==> src/rtl/dai_tx_pkg.sv <==
package dai_tx_pkg;
    localparam int SAMPLE_W     = 24;
    localparam int WORD_W       = 32;
    localparam int STORE_WORDS  = 6;
    localparam int WADDR_W      = $clog2(STORE_WORDS);
    localparam int BLOCK_FRAMES = STORE_WORDS * WORD_W;
    localparam int FRAME_W      = $clog2(BLOCK_FRAMES);
    localparam int SLOTS        = 32;
    localparam int HALF_W       = $clog2(2 * SLOTS);
    localparam int PAY_W        = SAMPLE_W + 4;

    typedef enum logic [1:0] {PRE_B, PRE_M, PRE_W} pre_kind_t;

    // Half-cell patterns, first half-cell in bit 7, for a previous level of 0
    localparam logic [7:0] PAT_B = 8'b1110_1000;
    localparam logic [7:0] PAT_M = 8'b1110_0010;
    localparam logic [7:0] PAT_W = 8'b1110_0100;

    // Bit 0 goes out in slot 4, bit PAY_W-1 in slot 31
    typedef struct packed {
        logic                parity;
        logic                cstat;
        logic                user;
        logic                invalid;
        logic [SAMPLE_W-1:0] audio;
    } payload_t;

    function automatic logic pre_half(pre_kind_t kind, logic [2:0] idx);
        logic [7:0] pat;
        case (kind)
            PRE_B:   pat = PAT_B;
            PRE_M:   pat = PAT_M;
            default: pat = PAT_W;
        endcase
        return pat[3'd7 - idx];
    endfunction

    function automatic payload_t make_payload(logic [SAMPLE_W-1:0] audio,
                                              logic invalid, logic user, logic cstat);
        payload_t p;
        p.audio   = audio;
        p.invalid = invalid;
        p.user    = user;
        p.cstat   = cstat;
        p.parity  = ^{cstat, user, invalid, audio};
        return p;
    endfunction
endpackage

==> src/rtl/dai_bit_store.sv <==
module dai_bit_store #(
    parameter int WORDS   = 6,
    parameter int WORD_W  = 32,
    localparam int ADDR_W = $clog2(WORDS),
    localparam int BITS   = WORDS * WORD_W,
    localparam int IDX_W  = $clog2(BITS)
) (
    input  logic              clk,
    input  logic              rst,
    input  logic              wr_en,
    input  logic              wr_right,
    input  logic [ADDR_W-1:0] wr_word,
    input  logic [WORD_W-1:0] wr_data,
    input  logic [IDX_W-1:0]  rd_idx,
    output logic [1:0]        rd_bits
);
    for (genvar c = 0; c < 2; c++) begin : g_half
        logic [BITS-1:0] bits_q;

        always_ff @(posedge clk) begin
            if (rst) begin
                bits_q <= '0;
            end else if (wr_en && (wr_right == 1'(c)) && (int'(wr_word) < WORDS)) begin
                bits_q[int'(wr_word) * WORD_W +: WORD_W] <= wr_data;
            end
        end

        assign rd_bits[c] = bits_q[rd_idx];
    end
endmodule

==> src/rtl/dai_frame_seq.sv <==
module dai_frame_seq #(
    parameter int FRAMES   = 192,
    parameter int HALVES   = 64,
    localparam int FRAME_W = $clog2(FRAMES),
    localparam int HALF_W  = $clog2(HALVES)
) (
    input  logic               clk,
    input  logic               rst,
    input  logic               run,
    input  logic               cell_en,
    output logic [HALF_W-1:0]  half,
    output logic [FRAME_W-1:0] frame,
    output logic               right,
    output logic               sub_start
);
    localparam logic [HALF_W-1:0]  LAST_HALF  = HALF_W'(HALVES - 1);
    localparam logic [FRAME_W-1:0] LAST_FRAME = FRAME_W'(FRAMES - 1);

    always_ff @(posedge clk) begin
        if (rst || !run) begin
            half  <= '0;
            frame <= '0;
            right <= 1'b0;
        end else if (cell_en) begin
            half <= half + 1'b1;
            if (half == LAST_HALF) begin
                right <= ~right;
                if (right) frame <= (frame == LAST_FRAME) ? '0 : frame + 1'b1;
            end
        end
    end

    assign sub_start = run && cell_en && (half == '0);

    AST_BLOCK_WRAP: assert property (@(posedge clk) disable iff (rst)
        run && cell_en && right && half == LAST_HALF && frame == LAST_FRAME
        |=> frame == '0 && !right && half == '0);
    AST_FRAME_RANGE: assert property (@(posedge clk) disable iff (rst)
        frame <= LAST_FRAME);
endmodule

==> src/rtl/dai_bmc_enc.sv <==
module dai_bmc_enc
    import dai_tx_pkg::*;
#(
    parameter int HALVES  = 64,
    localparam int HALF_W = $clog2(HALVES)
) (
    input  logic              clk,
    input  logic              rst,
    input  logic              run,
    input  logic              cell_en,
    input  logic [HALF_W-1:0] half,
    input  pre_kind_t         kind_in,
    input  payload_t          payload_in,
    output logic              line
);
    payload_t            word_q;
    pre_kind_t           kind_q;
    logic                pol_q;
    logic [PAY_W-1:0]    word_bits;
    logic [HALF_W-2:0]   slot;

    assign word_bits = word_q;
    assign slot      = half[HALF_W-1:1];

    always_ff @(posedge clk) begin
        if (rst || !run) begin
            line   <= 1'b0;
            pol_q  <= 1'b0;
            word_q <= '0;
            kind_q <= PRE_B;
        end else if (cell_en) begin
            if (half == '0) begin
                word_q <= payload_in;
                kind_q <= kind_in;
                pol_q  <= line;
                line   <= pre_half(kind_in, 3'd0) ^ line;
            end else if (half < HALF_W'(8)) begin
                line <= pre_half(kind_q, half[2:0]) ^ pol_q;
            end else if (!half[0]) begin
                line <= ~line;
            end else begin
                line <= line ^ word_bits[slot - (HALF_W - 1)'(4)];
            end
        end
    end

    AST_CELL_EDGE: assert property (@(posedge clk) disable iff (rst)
        run && cell_en && half >= HALF_W'(8) && !half[0] |=> line != $past(line));
    AST_PRE_FLIP: assert property (@(posedge clk) disable iff (rst)
        run && cell_en && half == '0 |=> line != $past(line));
endmodule

==> src/rtl/dai_tx.sv <==
module dai_tx
    import dai_tx_pkg::*;
(
    input  logic                clk,
    input  logic                rst,
    input  logic                tx_enable,
    input  logic                cell_en,
    input  logic [SAMPLE_W-1:0] left_sample,
    input  logic [SAMPLE_W-1:0] right_sample,
    input  logic                left_invalid,
    input  logic                right_invalid,
    input  logic                tbl_wr_en,
    input  logic                tbl_wr_user,
    input  logic                tbl_wr_right,
    input  logic [WADDR_W-1:0]  tbl_wr_word,
    input  logic [WORD_W-1:0]   tbl_wr_data,
    output logic                sample_take,
    output logic                txd
);
    logic [HALF_W-1:0]  seq_half;
    logic [FRAME_W-1:0] seq_frame;
    logic               seq_right;
    logic [1:0]         cs_bits;
    logic [1:0]         user_bits;
    pre_kind_t          kind;
    payload_t           payload;

    dai_frame_seq #(.FRAMES(BLOCK_FRAMES), .HALVES(2 * SLOTS)) u_seq (
        .clk(clk), .rst(rst), .run(tx_enable), .cell_en(cell_en),
        .half(seq_half), .frame(seq_frame), .right(seq_right), .sub_start(sample_take)
    );

    dai_bit_store #(.WORDS(STORE_WORDS), .WORD_W(WORD_W)) u_cstat (
        .clk(clk), .rst(rst), .wr_en(tbl_wr_en && !tbl_wr_user),
        .wr_right(tbl_wr_right), .wr_word(tbl_wr_word), .wr_data(tbl_wr_data),
        .rd_idx(seq_frame), .rd_bits(cs_bits)
    );

    dai_bit_store #(.WORDS(STORE_WORDS), .WORD_W(WORD_W)) u_user (
        .clk(clk), .rst(rst), .wr_en(tbl_wr_en && tbl_wr_user),
        .wr_right(tbl_wr_right), .wr_word(tbl_wr_word), .wr_data(tbl_wr_data),
        .rd_idx(seq_frame), .rd_bits(user_bits)
    );

    assign kind    = seq_right ? PRE_W : ((seq_frame == '0) ? PRE_B : PRE_M);
    assign payload = make_payload(seq_right ? right_sample  : left_sample,
                                  seq_right ? right_invalid : left_invalid,
                                  user_bits[seq_right], cs_bits[seq_right]);

    dai_bmc_enc #(.HALVES(2 * SLOTS)) u_enc (
        .clk(clk), .rst(rst), .run(tx_enable), .cell_en(cell_en),
        .half(seq_half), .kind_in(kind), .payload_in(payload), .line(txd)
    );

    AST_IDLE_LOW: assert property (@(posedge clk) disable iff (rst)
        !tx_enable |=> !txd);
    AST_HOLD_LINE: assert property (@(posedge clk) disable iff (rst)
        tx_enable && !cell_en |=> $stable(txd));
endmodule

==> config.mk <==
export PLATFORM = sky130hd
export DESIGN_NAME = dai_tx
export DESIGN_NICKNAME = d
export VERILOG_FILES = /design/src/rtl/dai_tx_pkg.sv /design/src/rtl/dai_bit_store.sv /design/src/rtl/dai_frame_seq.sv /design/src/rtl/dai_bmc_enc.sv /design/src/rtl/dai_tx.sv
export SDC_FILE = /design/constraint.sdc
export NUM_CORES = 2
export LEC_CHECK = 0
export BUFFER_PORTS_ARGS = -buffer_cell sky130_fd_sc_hd__buf_4
export CORE_ASPECT_RATIO = 0.6
export CORE_MARGIN = 3
export CORE_UTILIZATION = 50
export DETAILED_ROUTE_END_ITERATION = 12
export HOLD_SLACK_MARGIN = 0.06
export PLACE_DENSITY = 0.69
export SLEW_MARGIN = 15
export SYNTH_ARGS = -nofsm -noshare
export SYNTH_HDL_FRONTEND = slang
export SYNTH_SLANG_ARGS = --single-unit
==> constraint.sdc <==
create_clock -name clk -period 3.56 [get_ports clk]
set_input_delay 0.178 -clock clk [delete_from_list [all_inputs] [get_ports clk]]
set_output_delay 0.178 -clock clk [all_outputs]
set_load 0.005 [all_outputs]
==> impl_metrics.toml <==
[outcome]
run_status = "finished, final reports clean"

[sta]
worst_slew_pin_slew_ps = 1110
final_ws_setup_ps = 252
finalCritPeriodShare_pct = 92.9
hold_viol = 0
max_freq_mhz = 302
fin_tns_setup_ps = 0
post-route-min-period_ps = 3310
maxSlewHeadroom_pct = 26.0
final.setup_skew_ps = 14.7
finalSetupViolCount = 0
slew_viol_final = 0
rsz0062_at_grt = "false"

[layout]
share_of_cells_above_drive_strength_1_pct = 13.7
syn2layout_area_growth_pct = 13.3
diodes = 0
nets = 4334
design_area_um2 = 40600

[worst_setup_path]
cp-start-kind = "register"
worst-r2r-setup-slack_ps = 250
critPathRequiredTime_ps = 4120
rr_worst_depth = 12
crit-reg2reg-capture = "u_enc.word_bits[27]"
endpoint_kind = "register"
critical_path_arrival_ps = 3870
criticalPathCategory = "reg2reg"
critical_path.reg2reg.startpoint = "u_seq.frame[3]"
path_max_fanout = 34

[pwr]
leakage_uw = 0.0129
pwr-share-clk_pct = 45.8
powerDensity_nw_per_um2 = 468
p_int_uw = 14500
ir_drop_mv = 0.355
p_sw_share_pct = 23.5
share_seq_of_total_power_pct = 48.6
net-switching-power_uw = 4460
combinational_share_of_power_pct = 5.7

[synthesis]
synth_seq_cells = 815
postSynthCellCount = 4258
ys_dominant_reg_cell = "dfxtp_1"
synthesis.area_per_instance_um2 = 8.41
post_synth_instance_area_um2 = 35800
number_of_flops_mapped_to_enable_cells_by_yosys = 0
synth_fp_nets = 4358
post_synth_num_cell_types = 71
post_synthesis_sequential_area_ratio_pct = 45.6
share_of_async_settable_or_async_resettable_flops_after_synthesis_pct = 0
yosysWarnings = 0

[global_route]
grt_start_max_net_pins = 208
first_global_vias = 28200
grt_usage_pct = 31.4
grt_pass1_wl_um = 178000
antenna_found_initial = 1
gr-total-overflow = 0

[cts]
clock_latency_ps = 630
post_cts_buffers = 0
worst_setup_hold_path_clk_slew_ps = 70
tritoncts = "yes"
postCtsResizedCells = 0
root_buf_cell = "clkbuf_16"
cts.path.max_buffers = 3
clock_sink_count = 815
numCtsBuffers = 77
htreeDepth = 3

[drt]
drt-wirelength-per-cell_um = 23.1
dr.pass1.iters = 6
wirelength_um = 121000
dr_total_vias = 31600
drcViolationCount = 0
drt.antenna.violating_nets = 0
routed_via_density = 6.06
drtIter0Drc = 4605

[placed_design]
dpl_cell_area_um2 = 37200
gp_congestion = 0.901
dpl.hpwl_um = 69600
place.port_buffers = 93
pre_cts_ws_ps = 329

[worst_hold_path]
min-delay-start = "tbl_wr_data[12]"
hp-class = "in2reg"
min_delay_path_depth = 3
holdPathEnd = "u_user.g_half[1].bits_q[76]"

[die]
die_h_um = 213
design.core.area_um2 = 70400
chipWidth_um = 351
floorplan.io_pins = 94
initial_core_util_pct = 50.9
die-area_um2 = 74900
core.rowCount = 75

[flow_run]
maxCapViolCount = 0
## repair_timing
item	CTS	global route
hold endpoints to repair	194	0
setup endpoints to repair	0	0
hold buffers	74	0
## cell families (layout without fill, tap and decap cells)
group,count (synthesis),in the layout,synth area share (%)
adders and majority gates,8,8,0.280
AOI/OAI and AO/OA,916,916,13.8
muxes,283,283,15.0
buffers and inverters,404,438,4.84
and+or+nand+nor,1781,1781,19.2
DFF,815,815,45.6
xor gates and xnor gates,51,51,1.25
## how the worst max path moves through the flow
stage | startpoint | end | slack, ps
floorplan | u_seq.frame[1] | u_enc.word_bits[27] | 750
global placement | u_seq.frame[1] | u_enc.word_bits[27] | 350
detailed placement | u_seq.frame[1] | u_enc.word_bits[27] | 330
CTS | u_seq.frame[1] | u_enc.word_bits[27] | 310
global route | u_seq.frame[0] | u_enc.word_bits[27] | 100
finish | u_seq.frame[3] | u_enc.word_bits[27] | 250
## stage by stage
step           util (%)  cells  total power [µW]  hold WS, ps
2_1_floorplan         -   4258              9910          314
3_3_place_gp       52.8   5005             10400          439
3_5_place_dp       52.8   5005             10400          443
4_1_cts            57.6   5216             19000         62.6
5_1_grt            57.6   5216             19400         69.3
6_report           57.6   5216             19000         89.5
## per-layer routing
| metal | wire, µm | global-route usage (%) | share of wire, % | up-vias |
|---|---|---|---|---|
| met4 | 3140 | 8.90 | 2.6 | 2 |
| met3 | 17100 | 9.80 | 14 | 223 |
| li1 | - | - | - | 14300 |
| met1 | 52200 | 48.3 | 43 | 15200 |
| met5 | 13 | 0 | 0.011 | - |
| met2 | 48000 | 41.8 | 40 | 1894 |
## cell type report
type / instances / area [µm²]
Multi-Input combinational cell: 3039 / 17800
Inverter: 15 / 56.3
Clock buffer: 112 / 2280
Tap cell: 924 / 1160
Fill cell: 6142 / 29800
Clock inverter: 25 / 343
Timing Repair Buffer: 286 / 2580
Sequential cell: 815 / 16300
## critical path, stage by stage (launching register included)
cell and delay, ps:
dfxtp_4 550, buf_12 290, buf_4 240, mux2i_1 90, a21oi_1 140, a221oi_1 110, nor4_1 770, o41ai_1 150
o2111ai_1 270, a21oi_1 130, o21ai_0 210, nand3b_1 100, a21oi_1 150
## cells in the mapped netlist (4+ instances only)
cell type / instances / share of area (%)
nand2_1: 1569 / 16
dfxtp_1: 815 / 46
a21oi_1: 794 / 11
clkbuf_1: 327 / 3.4
mux4_2: 202 / 13
nor2_1: 133 / 1.4
mux2i_1: 64 / 1.8
a211oi_1: 33 / 0.69
xnor2_1: 27 / 0.66
xor2_1: 24 / 0.59
buf_2: 21 / 0.29
buf_6: 18 / 0.57
nand3_1: 17 / 0.24
a22oi_1: 16 / 0.34
mux2_2: 13 / 0.41
buf_4: 12 / 0.25
inv_1: 12 / 0.13
nor2b_1: 11 / 0.19
buf_1: 10 / 0.10
and2_1: 8 / 0.14
and3_1: 8 / 0.14
ha_1: 8 / 0.28
o21ai_0: 8 / 0.11
a31oi_1: 7 / 0.12
a221oi_1: 6 / 0.15
nand4_1: 6 / 0.10
nand2b_1: 5 / 0.087
nor3_1: 5 / 0.070
nor3b_1: 5 / 0.10
o22ai_1: 4 / 0.070
## placed cells by master, fill, tap and decap left out, types with 5 or more instances in the layout
cell type      count
clkbuf_8          18
a22oi_1           16
nor2_1           109
nand2b_1           5
mux2_2            13
a221oi_1           6
mux2i_1           64
nand3_1           17
inv_1             12
nand2_1         1569
and2_1             8
buf_4            192
a21oi_1          794
nand4_1            6
and3_1             8
bufinv_16          8
xor2_1            24
dlygate4sd3_1     74
clkbuf_16         79
nor3_1             5
a211oi_1          33
nor2_2            24
a31oi_1            7
clkinv_2          11
nor3b_1            5
buf_12            19
xnor2_1           27
dfxtp_1          810
mux4_2           202
nor2b_1           11
ha_1               8
o21ai_0            8
clkbuf_1          15
## power groups by stage
stage / sequential (µW) / clock (µW) / combinational (µW)
floorplan: 9400 / 0 / 506
CTS: 9210 / 8750 / 1030
detailed placement: 9410 / 0 / 960
global placement: 9410 / 0 / 956
global route: 9210 / 9110 / 1110
finish: 9210 / 8680 / 1070
## flip-flops by register name, indices dropped and copies added, names as in the netlist
signal                 cells
u_enc.kind_q               2
u_user.g_half.bits_q     384
u_cstat.g_half.bits_q    384
u_enc.line                 1
u_seq.frame                8
u_seq.right                1
u_seq.half                 6
u_enc.word_bits           28
u_enc.pol_q                1
(Power assumes the default switching activity.)
